File: src/rtl/dual_issue_pkg.sv
package dual_issue_pkg;
  localparam int KIND_W = 3;
  localparam int REG_W  = 5;

  typedef enum logic [KIND_W-1:0] {
    K_ALU    = 3'd0,
    K_ILOAD  = 3'd1,
    K_ISTORE = 3'd2,
    K_FLOAD  = 3'd3,
    K_FSTORE = 3'd4,
    K_FPOP   = 3'd5,
    K_BRANCH = 3'd6,
    K_NOP    = 3'd7
  } op_kind_e;

  typedef struct packed {
    logic             fp_pipe;
    logic             is_load;
    logic             wr_en;
    logic             wr_fp;
    logic [REG_W-1:0] rd;
    logic             a_en;
    logic             a_fp;
    logic [REG_W-1:0] ra;
    logic             b_en;
    logic             b_fp;
    logic [REG_W-1:0] rb;
  } slot_info_t;
endpackage

File: src/rtl/dual_issue_decode.sv
module dual_issue_decode
  import dual_issue_pkg::*;
(
  input  op_kind_e         kind,
  input  logic [REG_W-1:0] f_rd,
  input  logic [REG_W-1:0] f_ra,
  input  logic [REG_W-1:0] f_rb,
  output slot_info_t       info
);
  always_comb begin
    info    = '0;
    info.rd = f_rd;
    info.ra = f_ra;
    info.rb = f_rb;
    case (kind)
      K_ALU: begin
        info.wr_en = 1'b1;
        info.a_en  = 1'b1;
        info.b_en  = 1'b1;
      end
      K_ILOAD: begin
        info.is_load = 1'b1;
        info.wr_en   = 1'b1;
        info.a_en    = 1'b1;
      end
      K_ISTORE: begin
        info.a_en = 1'b1;
        info.b_en = 1'b1;
      end
      K_FLOAD: begin
        info.is_load = 1'b1;
        info.wr_en   = 1'b1;
        info.wr_fp   = 1'b1;
        info.a_en    = 1'b1;
      end
      K_FSTORE: begin
        info.a_en = 1'b1;
        info.b_en = 1'b1;
        info.b_fp = 1'b1;
      end
      K_FPOP: begin
        info.fp_pipe = 1'b1;
        info.wr_en   = 1'b1;
        info.wr_fp   = 1'b1;
        info.a_en    = 1'b1;
        info.a_fp    = 1'b1;
        info.b_en    = 1'b1;
        info.b_fp    = 1'b1;
      end
      K_BRANCH: info.a_en = 1'b1;
      default: ;
    endcase
  end
endmodule

File: src/rtl/dual_issue_arbiter.sv
module dual_issue_arbiter
  import dual_issue_pkg::*;
(
  input  slot_info_t       li,
  input  slot_info_t       ri,
  input  logic             lv,
  input  logic             rv,
  input  logic             ld_v,
  input  logic             ld_fp,
  input  logic [REG_W-1:0] ld_rd,
  output logic             go_l,
  output logic             go_r
);
  function automatic logic reads_reg(slot_info_t s, logic fp, logic [REG_W-1:0] r);
    return (s.a_en && s.a_fp == fp && s.ra == r) ||
           (s.b_en && s.b_fp == fp && s.rb == r);
  endfunction

  logic l_wait, r_wait, load_hold, raw_pair, waw_pair, can_pair;

  always_comb begin
    l_wait    = lv && ld_v && reads_reg(li, ld_fp, ld_rd);
    r_wait    = rv && ld_v && reads_reg(ri, ld_fp, ld_rd);
    load_hold = l_wait || r_wait;
    raw_pair  = li.wr_en && reads_reg(ri, li.wr_fp, li.rd);
    waw_pair  = li.wr_en && ri.wr_en && (li.wr_fp == ri.wr_fp) && (li.rd == ri.rd);
    can_pair  = !li.fp_pipe && ri.fp_pipe && !raw_pair && !waw_pair;
    go_l = 1'b0;
    go_r = 1'b0;
    if (!load_hold) begin
      if (lv) begin
        go_l = 1'b1;
        go_r = rv && can_pair;
      end else begin
        go_r = rv;
      end
    end
  end
endmodule

File: src/rtl/dual_issue_pair.sv
module dual_issue_pair
  import dual_issue_pkg::*;
#(
  parameter int INSTR_W  = 32,
  parameter int KIND_LSB = 29,
  parameter int RD_LSB   = 21,
  parameter int RA_LSB   = 16,
  parameter int RB_LSB   = 11
) (
  input  logic                 clk,
  input  logic                 rst,
  input  logic                 in_valid,
  input  logic [2*INSTR_W-1:0] in_pkt,
  output logic                 fetch_stall,
  output logic                 iss_l_v,
  output logic [INSTR_W-1:0]   iss_l_w,
  output logic                 iss_r_v,
  output logic [INSTR_W-1:0]   iss_r_w
);
  localparam int SLOTS = 2;
  localparam int PKT_W = SLOTS * INSTR_W;

  logic [INSTR_W-1:0] cur_w [SLOTS];
  logic [SLOTS-1:0]   cur_v;
  slot_info_t         info  [SLOTS];
  logic [SLOTS-1:0]   go;
  logic               ld_v_q, ld_fp_q;
  logic [REG_W-1:0]   ld_rd_q;

  for (genvar g = 0; g < SLOTS; g++) begin : g_dec
    dual_issue_decode u_dec (
      .kind (op_kind_e'(cur_w[g][KIND_LSB +: KIND_W])),
      .f_rd (cur_w[g][RD_LSB +: REG_W]),
      .f_ra (cur_w[g][RA_LSB +: REG_W]),
      .f_rb (cur_w[g][RB_LSB +: REG_W]),
      .info (info[g])
    );
  end

  dual_issue_arbiter u_arb (
    .li    (info[0]),
    .ri    (info[1]),
    .lv    (cur_v[0]),
    .rv    (cur_v[1]),
    .ld_v  (ld_v_q),
    .ld_fp (ld_fp_q),
    .ld_rd (ld_rd_q),
    .go_l  (go[0]),
    .go_r  (go[1])
  );

  assign fetch_stall = |(cur_v & ~go);

  always_ff @(posedge clk) begin
    if (rst) begin
      cur_v <= '0;
      for (int i = 0; i < SLOTS; i++) cur_w[i] <= '0;
    end else if (!fetch_stall) begin
      cur_v <= {SLOTS{in_valid}};
      if (in_valid) begin
        cur_w[0] <= in_pkt[PKT_W-1 -: INSTR_W];
        cur_w[1] <= in_pkt[INSTR_W-1:0];
      end
    end else begin
      cur_v <= cur_v & ~go;
    end
  end

  always_ff @(posedge clk) begin
    if (rst) begin
      ld_v_q  <= 1'b0;
      ld_fp_q <= 1'b0;
      ld_rd_q <= '0;
    end else if (go[0] && info[0].is_load) begin
      ld_v_q  <= 1'b1;
      ld_fp_q <= info[0].wr_fp;
      ld_rd_q <= info[0].rd;
    end else if (go[1] && info[1].is_load) begin
      ld_v_q  <= 1'b1;
      ld_fp_q <= info[1].wr_fp;
      ld_rd_q <= info[1].rd;
    end else begin
      ld_v_q  <= 1'b0;
    end
  end

  always_ff @(posedge clk) begin
    if (rst) begin
      iss_l_v <= 1'b0;
      iss_r_v <= 1'b0;
      iss_l_w <= '0;
      iss_r_w <= '0;
    end else begin
      iss_l_v <= go[0];
      iss_r_v <= go[1];
      iss_l_w <= cur_w[0];
      iss_r_w <= cur_w[1];
    end
  end
endmodule

File: config.mk
export PLATFORM = sky130hd
export DESIGN_NAME = dual_issue_pair
export DESIGN_NICKNAME = d
export VERILOG_FILES = /design/src/rtl/dual_issue_pkg.sv /design/src/rtl/dual_issue_decode.sv /design/src/rtl/dual_issue_arbiter.sv /design/src/rtl/dual_issue_pair.sv
export SDC_FILE = /design/constraint.sdc
export NUM_CORES = 1
export LEC_CHECK = 0
export CORE_MARGIN = 3
export CORE_UTILIZATION = 23
export DETAILED_ROUTE_END_ITERATION = 10
export DONT_BUFFER_PORTS = 1
export GPL_ROUTABILITY_DRIVEN = 0
export GPL_TIMING_DRIVEN = 0
export PLACE_DENSITY = 0.34
export SYNTH_ARGS = -nofsm -noshare
export SYNTH_HDL_FRONTEND = slang
export SYNTH_SLANG_ARGS = --single-unit
File: constraint.sdc
create_clock -name clk -period 8.1 [get_ports clk]
set_input_delay 1.62 -clock clk [delete_from_list [all_inputs] [get_ports clk]]
set_output_delay 1.62 -clock clk [all_outputs]
set_load 0.005 [all_outputs]
==> After elaboration in Yosys (flattened, before gate mapping) <==
Memories as Yosys holds them, arrays and structs flattened.
Index checks and enable logic that the tools add are counted.
{ "word_totals": {"elab_cells": 121, "mem_bits_rw": 64, "mem_count": 1, "in_bits": 67, "reg_bits": 75} }
{ "mem_list": {"columns": ["name", "depth", "width", "rd", "rd_clocked_by_memory_dff", "write_ports", "line_no", "text"], "rows": [
  ["cur_w", 2, 32, 2, 0, 2, "dual_issue_pair.sv:23", "logic [INSTR_W-1:0] cur_w [SLOTS];"]
]} }
{ "classes": {"n_eq_ne": 26, "n_reduce_logical": 49, "n_mux": 33, "bitwise": 4} }
{ "ops": {"columns": ["cell", "count"], "rows": [
  ["$mux W32", 2],
  ["$eq A5 B5 Y1", 7],
  ["$mux W1", 28],
  ["$logic_and A1 B1 Y1", 26],
  ["$eq A3 B3 Y1 const B", 6],
  ["$reduce_or A4 Y1", 4],
  ["$reduce_or A2 Y1", 7],
  ["$reduce_or A7 Y1", 2],
  ["$eq A3 B2 Y1 const B", 4],
  ["$mux W5", 2],
  ["$eq A1 B1 Y1", 7],
  ["$eq A3 B1 Y1 const B", 2],
  ["$logic_not A3 Y1", 2],
  ["$logic_or A1 B1 Y1", 4],
  ["$logic_not A1 Y1", 3],
  ["$and A2 B2 Y2", 1],
  ["$mux W2", 1],
  ["$not A2 Y2", 1],
  ["$or A1 B1 Y1", 2],
  ["$reduce_bool A2 Y1", 1]
]} }

==> Logic depth before layout (Yosys ltp) <==
{ "logic_depth": {"depth_word": 21, "depth_mapped": 11, "ltp_nobuf": 6} }

==> Hierarchy <==
From an unflattened synthesis, not the netlist that was laid out.
{ "hier_totals": {"cells_unflattened": 441, "hier_area_um2": 5487.8} }
{ "by_module_without_submodules": {"columns": ["module", "n_inst", "seq_area_each_um2", "area_per_inst_um2", "cells_per_inst"], "rows": [
  ["dual_issue_pair", 1, 3423.3, 4554.4, 320],
  ["dual_issue_arbiter", 1, 0.0, 563.0, 69],
  ["dual_issue_decode", 2, 0.0, 185.2, 26]
]} }

==> Worst setup path after synthesis <==
No wires, ideal clock.
{ "synth_timing": {"path_kind": "input to register", "from": "input rst", "to": "memory cur_w[0][0] (enable)", "path_stages": 3, "setup_ns": 0.421, "arrival_ns": 3.521, "setup_slack_ns": 4.158, "required_time_ns": 7.679, "path_cell_list": "clkbuf_1 -> buf_1 -> a21o_1"} }
{ "synth_lines": {"columns": ["item", "line_no", "text"], "rows": [
  ["from (decl)", "dual_issue_pair.sv:11", "input logic rst,"],
  ["to (decl)", "dual_issue_pair.sv:23", null]
]} }

==> results.sh <==
export IMPL_status="complete, no violations"
export IMPL_max_freq_mhz=221
export IMPL_yosysTopAreaCell="edfxtp_1"
export IMPL_die_h_um=162
export IMPL_dp_hpwl_mm=11.7
export IMPL_drv_cap=0
export IMPL_synth_seq_cells=139
export IMPL_cts_tree="done"
export IMPL_synth_edf_count=64
export IMPL_finalSetupViolations=0
export IMPL_maxSlewViolCount=0
export IMPL_portBuffers=0
export IMPL_rows=56
export IMPL_dieArea_um2=26300
export IMPL_synthDistinctLibCells=47
export IMPL_synth_warnings=0
export IMPL_total_leakage_power_uw=0.00259
export IMPL_vias=3598
export IMPL_critPathKind="flip-flop to primary output"
export IMPL_clock_skew_ns=0.0128
export IMPL_rsz0062_at_grt="false"
export IMPL_clock_path_buffers=2
export IMPL_ant_nets=0
export IMPL_power_density_nw_per_um2=258
export IMPL_fp_dieW_um=162
export IMPL_syn_nets=545
export IMPL_syn_cell_area_um2=5610
export IMPL_total_power_uw=1700
export IMPL_area_growth_syn_to_layout_pct=17.4
export IMPL_io_pin_count=134
export IMPL_finalCriticalPeriod_ns=4.54
export IMPL_initial_core_util_pct=23.7
export IMPL_path_clk_slew_ns=0.06
export IMPL_min_period_over_period_pct=56.0
export IMPL_avgSynthCellArea_um2=11.7
export IMPL_placed_cell_area_um2=6010
export IMPL_via_per_inst=4.33
export IMPL_insertion_delay_ns=0.42
export IMPL_grt_total_usage_pct=12.8
export IMPL_syn_inst=478
export IMPL_ir_drop_v=0.000106
export IMPL_yosysSeqAreaShare_pct=61.1
export IMPL_cts_hold_buffers=0
export IMPL_required_ns=6.48
export IMPL_postSynth_asyncResetShare_pct=0
export IMPL_critPathArrivalTime_ns=2.92
export IMPL_worst_path_max_delay_cell="a2111oi_0"
export IMPL_dr_pass1_iters=5
export IMPL_cts_sinks=139
export IMPL_synthTopCellsByCount="75 x dfxtp_1, 69 x nor2b_1, 64 x and3_1, 64 x edfxtp_1, 28 x xnor2_1"
export IMPL_crit_fanout=10
export IMPL_cp_end_kind="primary output"
export IMPL_synth_most_common_cell="dfxtp_1"
export IMPL_cts_resized=0
export IMPL_slowest_delay_ns=0.59
export IMPL_critPathBufInv=3
export IMPL_fin_cells=831
export IMPL_grt_pass1_vias=3857
export IMPL_synth_main_ff_cell="dfxtp_1"
export IMPL_cts_max_level=4
export IMPL_hp_class="flip-flop to flip-flop"
export IMPL_drtIter0Drc=191
export IMPL_synthTopCellsByArea="edfxtp_1 34%, dfxtp_1 27%, nor2b_1 7.7%"
export IMPL_gr_total_overflow=0
export IMPL_path_cells="clkbuf_1 -> xnor2_1 -> nand4_1 -> a2111oi_0 -> o31ai_1 -> a2bb2oi_2 -> buf_2 -> inv_1"
export IMPL_numCtsBuffers=17
export IMPL_path_delay_family="compound AO/OA/AOI/OAI gates"
export IMPL_wl_mm=16.3
export IMPL_nNetsFinal=564
export IMPL_grt_max_degree=65
export IMPL_hold_viol_final=0
export IMPL_dp_cells=797
export IMPL_drc=0
export IMPL_cts_setup_buffers=0
export IMPL_cp_start_kind="flip-flop"
export IMPL_clk_root_buffer_cell="clkbuf_16"
export IMPL_core_area_um2=23700
export IMPL_netlist_area_leader_share_pct=34.3
export IMPL_fin_tns_setup_ns=0
export IMPL_worstMarginPinSlew_ns=0.862
export IMPL_drive_gt1_share_pct=13.1
export IMPL_grt_pass1_wl_mm=24.8
export IMPL_antenna_found_initial=3
export IMPL_max_slew_margin_pct=42.6
export IMPL_fin_area_um2=6580
export IMPL_wl_per_cell_um=19.6
-- placed cells by master (no fill, tap or decap), drive strengths merged, types with 12 or more instances in the layout --
master  netlist  routed
nand3        20      20
and3         64      64
inv           7      12
nand2        20      20
dfxtp        75      75
nor2b        69      69
xnor2        28      28
edfxtp       64      64
buf          21      21
clkbuf       22      39
-- per-stage QoR --
stage	hold WS (ns)	utilization, %	setup WS, ns
2_1_floorplan	0.429	-	4.16
3_3_place_gp	0.439	25.4	2.93
3_5_place_dp	0.441	25.4	4.08
4_1_cts	0.454	27.8	3.62
5_1_grt	0.476	27.8	3.44
6_report	0.450	27.8	3.56
-- registers in the layout (all words and copies together) (netlist names) --
signal,cells
cur_w,64
iss_l_w,32
iss_r_w,32
ld_rd_q,5
cur_v,2
iss_l_v,1
iss_r_v,1
ld_fp_q,1
ld_v_q,1
-- cell type report --
type	count	area, µm²
fillers	2547	17100
flip-flops and latches	139	3420
multi-input cells	289	1950
clock buffers	17	425
well taps	319	399
plain buffers	43	216
clock inverters	15	139
inverters	7	26.3
diodes	2	5.00
-- final timing paths --
kind                startpoint      endpoint  slack, ns  cells past startpoint
setup / recovery  cur_w[0][22]   fetch_stall       3.56                      8
hold / removal    cur_w[0][28]   iss_l_w[28]       0.45                      1
setup reg to reg  cur_w[0][22]  cur_w[0][18]       4.71                      8
hold reg to reg   cur_w[0][28]   iss_l_w[28]       0.45                      1
-- kinds of logic (layout without fill, tap and decap cells) --
kind of cell | count (synthesis) | count (layout) | synth area share, %
buf+inv | 50 | 82 | 4.33
simple gates | 205 | 205 | 21.5
mux | 1 | 1 | 0.201
other cells | 0 | 2 | 0
flops | 139 | 139 | 61.1
compound gates | 46 | 46 | 6.96
xor+xnor | 37 | 37 | 5.92
-- per-layer routing --
metal,GRT usage (%),share of wire (%),up-vias
li1,-,-,1734
met1,15.3,42,1752
met4,4.42,1.1,4
met5,0,0.13,-
met2,21.6,51,95
met3,4.23,5.0,13
-- power breakdown --
part           switching [µW]  internal, µW  leakage (µW)
clock                     318           426      0.000265
sequential               29.7           784       0.00132
combinational            85.7          56.0       0.00101
Power figures use the tool's default switching activity.
